**src/rtl/dual_thresh_trigger.sv**
```systemverilog
module dual_thresh_trigger #(
  parameter int LANES = 4,
  parameter int SW = 16,
  localparam int IW = (LANES > 1) ? $clog2(LANES) : 1
) (
  input  logic              clk,
  input  logic              rst_n,
  input  logic              en,
  input  logic              valid,
  input  logic [LANES*SW-1:0] samples,
  input  logic [SW-1:0]     thr_a,
  input  logic              edge_a,
  input  logic              fall_a,
  input  logic [SW-1:0]     thr_b,
  input  logic              edge_b,
  input  logic              fall_b,
  output logic              trig_a,
  output logic [IW-1:0]     idx_a,
  output logic              trig_b,
  output logic [IW-1:0]     idx_b,
  output logic              win_trig,
  output logic [IW-1:0]     win_idx
);

  logic signed [SW-1:0] lane [LANES];
  logic signed [SW-1:0] thr [2];
  logic                 edm [2];
  logic                 flm [2];
  logic [LANES-1:0]     hv [2];
  logic signed [SW-1:0] last_q;
  logic                 have_prev_q;
  logic                 go;

  assign thr[0] = thr_a;
  assign thr[1] = thr_b;
  assign edm[0] = edge_a;
  assign edm[1] = edge_b;
  assign flm[0] = fall_a;
  assign flm[1] = fall_b;
  assign go = en & valid;

  for (genvar i = 0; i < LANES; i++) begin : g_lane
    assign lane[i] = samples[i*SW +: SW];
  end

  for (genvar u = 0; u < 2; u++) begin : g_unit
    for (genvar i = 0; i < LANES; i++) begin : g_cmp
      logic signed [SW-1:0] prev;
      logic                 p_ok;
      logic                 above, below, p_up, p_dn;
      if (i == 0) begin : g_first
        assign prev = last_q;
        assign p_ok = have_prev_q;
      end else begin : g_inner
        assign prev = lane[i-1];
        assign p_ok = 1'b1;
      end
      assign above = lane[i] > thr[u];
      assign below = lane[i] < thr[u];
      assign p_up  = prev <= thr[u];
      assign p_dn  = prev >= thr[u];
      assign hv[u][i] = edm[u] ? (p_ok & (flm[u] ? (p_dn & below) : (p_up & above)))
                               : (flm[u] ? below : above);
    end
  end

  function automatic logic [IW-1:0] first_idx(input logic [LANES-1:0] v);
    first_idx = '0;
    for (int i = LANES - 1; i >= 0; i--)
      if (v[i]) first_idx = i[IW-1:0];
  endfunction

  logic [LANES-1:0] wv;
  assign wv = hv[0] & hv[1];

  always_ff @(posedge clk or negedge rst_n) begin
    if (!rst_n) begin
      trig_a      <= 1'b0;
      idx_a       <= '0;
      trig_b      <= 1'b0;
      idx_b       <= '0;
      win_trig    <= 1'b0;
      win_idx     <= '0;
      last_q      <= '0;
      have_prev_q <= 1'b0;
    end else begin
      trig_a   <= go & (|hv[0]);
      idx_a    <= go ? first_idx(hv[0]) : '0;
      trig_b   <= go & (|hv[1]);
      idx_b    <= go ? first_idx(hv[1]) : '0;
      win_trig <= go & (|wv);
      win_idx  <= go ? first_idx(wv) : '0;
      if (go) last_q <= lane[LANES-1];
      if (!en) have_prev_q <= 1'b0;
      else if (valid) have_prev_q <= 1'b1;
    end
  end

endmodule

```
**config.mk**
```make
export PLATFORM = sky130hd
export DESIGN_NAME = dual_thresh_trigger
export DESIGN_NICKNAME = d
export VERILOG_FILES = /design/src/rtl/dual_thresh_trigger.sv
export SDC_FILE = /design/constraint.sdc
export NUM_CORES = 1
export LEC_CHECK = 0
export CORE_ASPECT_RATIO = 2
export CORE_MARGIN = 3
export CORE_UTILIZATION = 53
export CTS_BUF_LIST = sky130_fd_sc_hd__clkbuf_4
export DETAILED_ROUTE_END_ITERATION = 6
export PLACE_DENSITY = 0.93
export SYNTH_ARGS = -nofsm -noshare
export SYNTH_HDL_FRONTEND = slang
export SYNTH_SLANG_ARGS = --single-unit
```
**constraint.sdc**
```tcl
create_clock -name clk -period 3.2 [get_ports clk]
set_clock_uncertainty 0.05 [all_clocks]
set_input_delay 0.48 -clock clk [delete_from_list [all_inputs] [get_ports clk]]
set_output_delay 0.48 -clock clk [all_outputs]
set_load 0.005 [all_outputs]
```
# Yosys cells after proc, flatten, opt, wreduce, memory -nomap -nowiden
# Cells that the tools add are included.
[word_totals]
reg_bits = 26
output_inout_bits = 9
input_bits = 104
[op_classes]
eq_ne = 1
bitwise = 23
n_mux = 41
reduce_logical = 3
n_lt_le_gt_ge = 32
[ops]
columns = ["op", "count"]
rows = [
  ["$ge 16x16->1", 8],
  ["$gt 16x16->1", 8],
  ["$le 16x16->1", 8],
  ["$lt 16x16->1", 8],
  ["$mux 2", 15],
  ["$mux 1", 26],
  ["$and 1x1->1", 22],
  ["$reduce_or 4->1", 3],
  ["$and 4x4->4", 1],
  ["$ne 2x1->1 const B", 1],
]

# Logic depth before layout (Yosys ltp)
[logic_depth]
depth_word = 11
depth_mapped = 11

# Worst setup path after synthesis
# Ideal clock, no wire load.
[synth_timing]
kind = "input-to-reg"
start = "input thr_b[7]"
end = "register win_idx[1]"
slack_ns = 0.343
t_required_ns = 3.028
t_arrival_ns = 2.684
cell_stages = 11
cell_sequence = "inv_1 ha_1 a2111oi_0 o21ai_0 a211oi_1 o21ai_0 mux2i_1 mux2_2 a222oi_1 a21o_1 nor3b_2"
[synth_via]
elab_chain_cells = 10
word_cells_on_any_way = 43
cone_classes = "order compare (16); mux (17); bitwise (10)"
[synth_lines]
columns = ["item", "line", "rtl"]
rows = [
  ["start, declared", "14", "input logic [SW-1:0] thr_b,"],
  ["$le 16x16->1, or another cell as far along", "60", "assign p_up = prev <= thr[u];"],
  ["$and 1x1->1", "62", "assign hv[u][i] = edm[u] ? (p_ok & (flm[u] ? (p_dn & below) : (p_up & above)))"],
  ["$mux 1 (2 in a row)", "62", ""],
  ["$and 4x4->4 *", "74", "assign wv = hv[0] & hv[1];"],
  ["$mux 2 (3 in a row)", "70", "if (v[i]) first_idx = i[IW-1:0];"],
  ["$mux 2 *", "70", ""],
  ["$mux 2 *", "92", "win_idx <= go ? first_idx(wv) : '0;"],
  ["end signal, assigned", "92", ""],
  ["end, declared", "22", "output logic [IW-1:0] win_idx"],
]
# Mark *: on every way between the ends. The rest lies on a longest branch, timed or not.
# A chain may end at the register's enable or synchronous reset.

# Final worst setup path
[layout_timing]
start = "input thr_a[6]"
end = "register win_trig"
[layout_via]
elab_chain_cells = 8
word_cells_on_any_way = 40
cone_classes = "order compare (16); mux (12); bitwise (11); reduce/logical (1)"
[layout_lines]
columns = ["item", "line", "rtl"]
rows = [
  ["start, declared", "11", "input logic [SW-1:0] thr_a,"],
  ["$le 16x16->1, or another cell as far along", "60", ""],
  ["$and 1x1->1", "62", ""],
  ["$mux 1", "62", ""],
  ["$and 1x1->1", "62", ""],
  ["$mux 1", "62", ""],
  ["$and 4x4->4 *", "74", ""],
  ["$reduce_or 4->1 *", "91", "win_trig <= go & (|wv);"],
  ["$and 1x1->1 *", "91", ""],
  ["end signal, assigned", "91", ""],
  ["end, declared", "21", "output logic win_trig,"],
]
# Marks and branches as above.

==> results.md <==
Die:
- The width of the die is approximately 74 um.
- In this run the count of I/O pins placed on the die edge is 113.
- Once the floorplan was initialized, standard cells occupied 54.6% of the core.
- The total core area is 0.00907 mm^2.
- The floorplan step set the die height to 143 um.
- The floorplan has 49 rows.
- The die covers 0.0106 mm^2.

Critical path:
- The critical path's slowest cell is sky130_fd_sc_hd__o21ai_0.
- The capture point of the worst reg-to-reg path is win_idx[1]$_DFF_PN0_.
- The setup check on the worst reg-to-reg path leaves a slack of 0.26 ns.
- The data required time at the worst endpoint is 3.43 ns.
- The depth of the most critical reg-to-reg path is 10.
- Traced cell by cell, the critical path runs through clkdlybuf4s50_1 > inv_1 > buf_4 > ha_1 > nand2_1 > o21ai_0 > a211oi_2 > mux2i_2 > o21ai_0 > o32ai_4 > nand2_1 > a31oi_1.
- The capture point of the critical path is win_trig$_DFF_PN0_.
- On the worst path, the slowest cell contributes a delay of 0.85 ns.
- The worst setup path is of the in2reg kind.
- The startpoint kind of the worst setup timing path is a primary input.
- The largest fanout on the critical path is 4.
- The timing startpoint of the critical path is thr_a[6].
- The arrival time at the worst endpoint is 3.75 ns.
- The start of the worst register-to-register path is g_unit[0].g_cmp[0].prev[9]$_DFFE_PN0P_.
- The critical path endpoint category is a flop.

Logic synthesis:
- The top cell type by total area after synthesis is sky130_fd_sc_hd__ha_1.
- After synthesis, the share of cell area in mux cells is 5.18%.
- After Yosys synthesis, and, or, nand and nor cells account for 15.9% of the synthesized area.
- The number of enable flip-flop cells after synthesis is 0.
- After synthesis, the most frequently instantiated cells are sky130_fd_sc_hd__ha_1, sky130_fd_sc_hd__a21oi_1, sky130_fd_sc_hd__inv_1.
- The number of nets produced by synthesis is 831.
- The instance count of the mapped netlist is approximately 570.
- Summed over its instances, the top area cell type makes up 40.4% of the synthesized netlist area.
- After synthesis the netlist holds a flip-flop and latch count of 26.
- For this run, the number of Yosys warnings is 0.
- The post-synthesis xor/xnor area fraction is 0.354%.
- The share of synthesized flip-flops with an asynchronous set or reset is 100%.
- The synthesized netlist contains 58 unique library cells.
- Summing the areas of all compound-gate instances in the mapped netlist gives 21.2% of the synthesized area.
- The flip-flop cell with the highest count after synthesis is sky130_fd_sc_hd__dfrtp_1.
- The sequential share of the synthesized area is 13.1%.
- The combinational family with the most area after synthesis is adder cells.
- Of the total synthesized cell area, the portion taken by full adders, half adders and majority gates is 40.4%.
- The cell with the most instances after synthesis is sky130_fd_sc_hd__ha_1.
- The mean cell area of the mapped netlist is ~8.7 um^2.
- The synthesized netlist occupies a cell area of 0.00495 mm^2.
- By area the synthesized netlist is led by sky130_fd_sc_hd__ha_1, sky130_fd_sc_hd__dfrtp_1, sky130_fd_sc_hd__a21oi_1.

Cells and area:
- The count of placed standard cells in the final layout, fillers left out is 914.
- The final core utilization is 86.3%.
- After the last flow step, the layout net total stands at 1076.
- The post-route netlist has between 30 and 40% of its cells at a drive strength greater than 1.
- Relative to the synthesized area, the layout overhead comes to 58.1%.

Power and ir drop:
- The final total power is 2.03 mW.
- The cell area power density is 259 mW/mm^2.
- VDD sags by at most 239 uV.
- The static leakage power is 3.80 nW.

Clock tree:
- In this run the clock root is driven by a sky130_fd_sc_hd__clkbuf_4.
- The clock-pin slew on the worst setup and hold paths is 0.20 ns.
- The CTS tree is yes.
- The cts-stage hold buffer count is 0.
- The H-tree depth reported by CTS is 1.
- No sink is reached through more buffers than the 2 on the longest clock path.
- The later-pin clock latency in the skew report is around 0.38 ns.
- The total CTS buffers is 3.
- The number of sinks driven by the clock tree is 26.

Min path:
- The kind of path behind the tightest hold check is in2async.

GRT:
- For this run the aggregate overflow at the end of global routing stands at 0.
- The all-layer global routing usage is 39.5%.
- Entering global routing, the biggest net connects 27 pins.
- The number of global-route vias before repair is 6205.
- The first global-routing pass estimated 31100 um of wire.
- The initial antenna violation count is 2.

Routing:
- The number of remaining DRC errors is 0.
- The first detailed-routing pass ran for 6 iterations.
- The total vias in the final route is about 6500.
- The average wire per standard cell is 29.0 um.
- Dividing the detail-routed via count by the number of cells gives about 7.
- The total detailed-routing wirelength is 26500 um.
- The first-iteration detailed-routing DRC count is 719.
- The post-route antenna net violation count is 0.

Placed design:
- The detailed-placement wirelength estimate is 17500 um.
- The congestion estimate from routability-driven global placement came to about 1.0.
- Once placement completed, the tool counted placed cells totaling 898.
- The total of buffers placed on input and output ports is 112.

STA:
- The actual slew at the worst max-slew pin is slightly above 1 ns.
- The tightest hold path in the finished design has a slack of 0.434 ns.
- The fraction of the cycle the final worst path needs is 110%.
- Setup violations remaining at the end of the flow were counted as 9.
- The number of slew-limit violations in the final report is 0.
- The headroom to the max-slew limit is between 30% and 40%.
- Adding up every negative setup slack in the final design gives -2.24 ns.
- The final hold violation count is 0.
- The slack of the critical path is -0.315 ns.
- The timing-limited maximum frequency is 284 MHz.
- The worst path in the final design needs a cycle of between 3 and 4 ns, including I/O delays and setup.

Run status:
- The run finished, with violations left.
- The final reports fail on setup timing.

Job:
- The count of max-cap constraint violations is 0.
-- state kept, by name (all words and copies together) (netlist names) --
name	flops
g_unit.g_cmp.prev	16
trig_b	1
idx_b	2
idx_a	2
trig_a	1
win_idx	2
win_trig	1
g_unit.g_cmp.p_ok	1
-- placed cells by master (no fill, tap or decap), types with 3 or more instances in the layout --
master,netlist,routed
sky130_fd_sc_hd__a211oi_1,9,6
sky130_fd_sc_hd__a211oi_2,0,3
sky130_fd_sc_hd__a21o_1,22,21
sky130_fd_sc_hd__a21oi_1,53,52
sky130_fd_sc_hd__a31oi_1,5,4
sky130_fd_sc_hd__and4_1,4,3
sky130_fd_sc_hd__buf_4,0,127
sky130_fd_sc_hd__buf_6,0,3
sky130_fd_sc_hd__clkbuf_4,0,3
sky130_fd_sc_hd__clkdlybuf4s50_1,0,94
sky130_fd_sc_hd__dfrtp_1,26,26
sky130_fd_sc_hd__dlygate4sd2_1,0,8
sky130_fd_sc_hd__dlymetal6s2s_1,0,10
sky130_fd_sc_hd__ha_1,160,138
sky130_fd_sc_hd__ha_4,0,22
sky130_fd_sc_hd__inv_1,47,31
sky130_fd_sc_hd__inv_2,0,12
sky130_fd_sc_hd__inv_4,0,4
sky130_fd_sc_hd__mux2_2,18,17
sky130_fd_sc_hd__mux2i_1,4,3
sky130_fd_sc_hd__nand2_1,40,38
sky130_fd_sc_hd__nand2_2,1,3
sky130_fd_sc_hd__nand2b_1,9,7
sky130_fd_sc_hd__nand3_1,13,13
sky130_fd_sc_hd__nand4_1,26,26
sky130_fd_sc_hd__nor2_1,22,22
sky130_fd_sc_hd__nor2b_1,9,6
sky130_fd_sc_hd__nor2b_2,0,3
sky130_fd_sc_hd__nor3_1,9,5
sky130_fd_sc_hd__nor3_2,1,5
sky130_fd_sc_hd__nor4_2,0,4
sky130_fd_sc_hd__o211ai_1,7,7
sky130_fd_sc_hd__o21a_1,4,4
sky130_fd_sc_hd__o21ai_0,23,16
sky130_fd_sc_hd__o21ai_1,2,7
-- stage by stage --
step | area, um^2 | setup WS [ns]
floorplan | 4950 | 0.343
global placement | 7090 | -0.577
CTS | 7370 | 0.00124
finish | 7830 | -0.315
global route | 7830 | -0.471
detailed placement | 7090 | -0.563
-- routing by layer --
layer | part of all wire [%] | global-route usage [%] | up-vias
met5 | 0 | 0 | -
met4 | 13 | 39.5 | 0
met3 | 12 | 7.19 | 294
met2 | 46 | 70.1 | 577
met1 | 29 | 34.0 | 2928
li1 | - | - | 2676
-- area by class of cell --
class / instances / area [um^2]
Tap cell: 102 / 128
Multi-Input combinational cell: 491 / 4670
Sequential cell: 26 / 651
Clock buffer: 3 / 22.5
Inverter: 47 / 186
Fill cell: 474 / 1240
Clock inverter: 1 / 30.0
Antenna cell: 1 / 2.50
Timing Repair Buffer: 243 / 2140
-- worst max-delay path, delay by kind of cell --
family          cells  cell delay (ns)
compound gates      5             1.67
fa+ha+maj           1             0.29
buf+inv             3             0.68
mux                 1             0.37
simple gates        2             0.26
-- worst min-delay path by stage --
stage | from | endpoint
floorplan | rst_n | g_unit[0].g_cmp[0].p_ok$_DFFE_PN0P_
global placement | g_unit[0].g_cmp[0].p_ok$_DFFE_PN0P_ | g_unit[0].g_cmp[0].p_ok$_DFFE_PN0P_
detailed placement | g_unit[0].g_cmp[0].p_ok$_DFFE_PN0P_ | g_unit[0].g_cmp[0].p_ok$_DFFE_PN0P_
CTS | rst_n | g_unit[0].g_cmp[0].prev[11]$_DFFE_PN0P_
global route | rst_n | g_unit[0].g_cmp[0].prev[0]$_DFFE_PN0P_
finish | rst_n | g_unit[0].g_cmp[0].prev[0]$_DFFE_PN0P_
-- report_power, final --
group	switching, mW	internal, mW
logic	0.709	0.659
registers	0.0365	0.369
clock network	0.129	0.127
-- timing repair --
item,4_1_cts,5_1_grt
buffers inserted,8,3
pin swaps,14,36
setup endpoints to repair,6,9
gates resized for setup,41,80
-- cells by family after synthesis --
| family | Yosys count |
|---|---|
| adders and majority gates | 160 |
| AOI/OAI and AO/OA | 157 |
| muxes | 23 |
| DFF | 26 |
| xor gates and xnor gates | 2 |
| and+or+nand+nor | 149 |
| buffers and inverters | 50 |
Note: power is estimated with default switching activity, not from simulation.
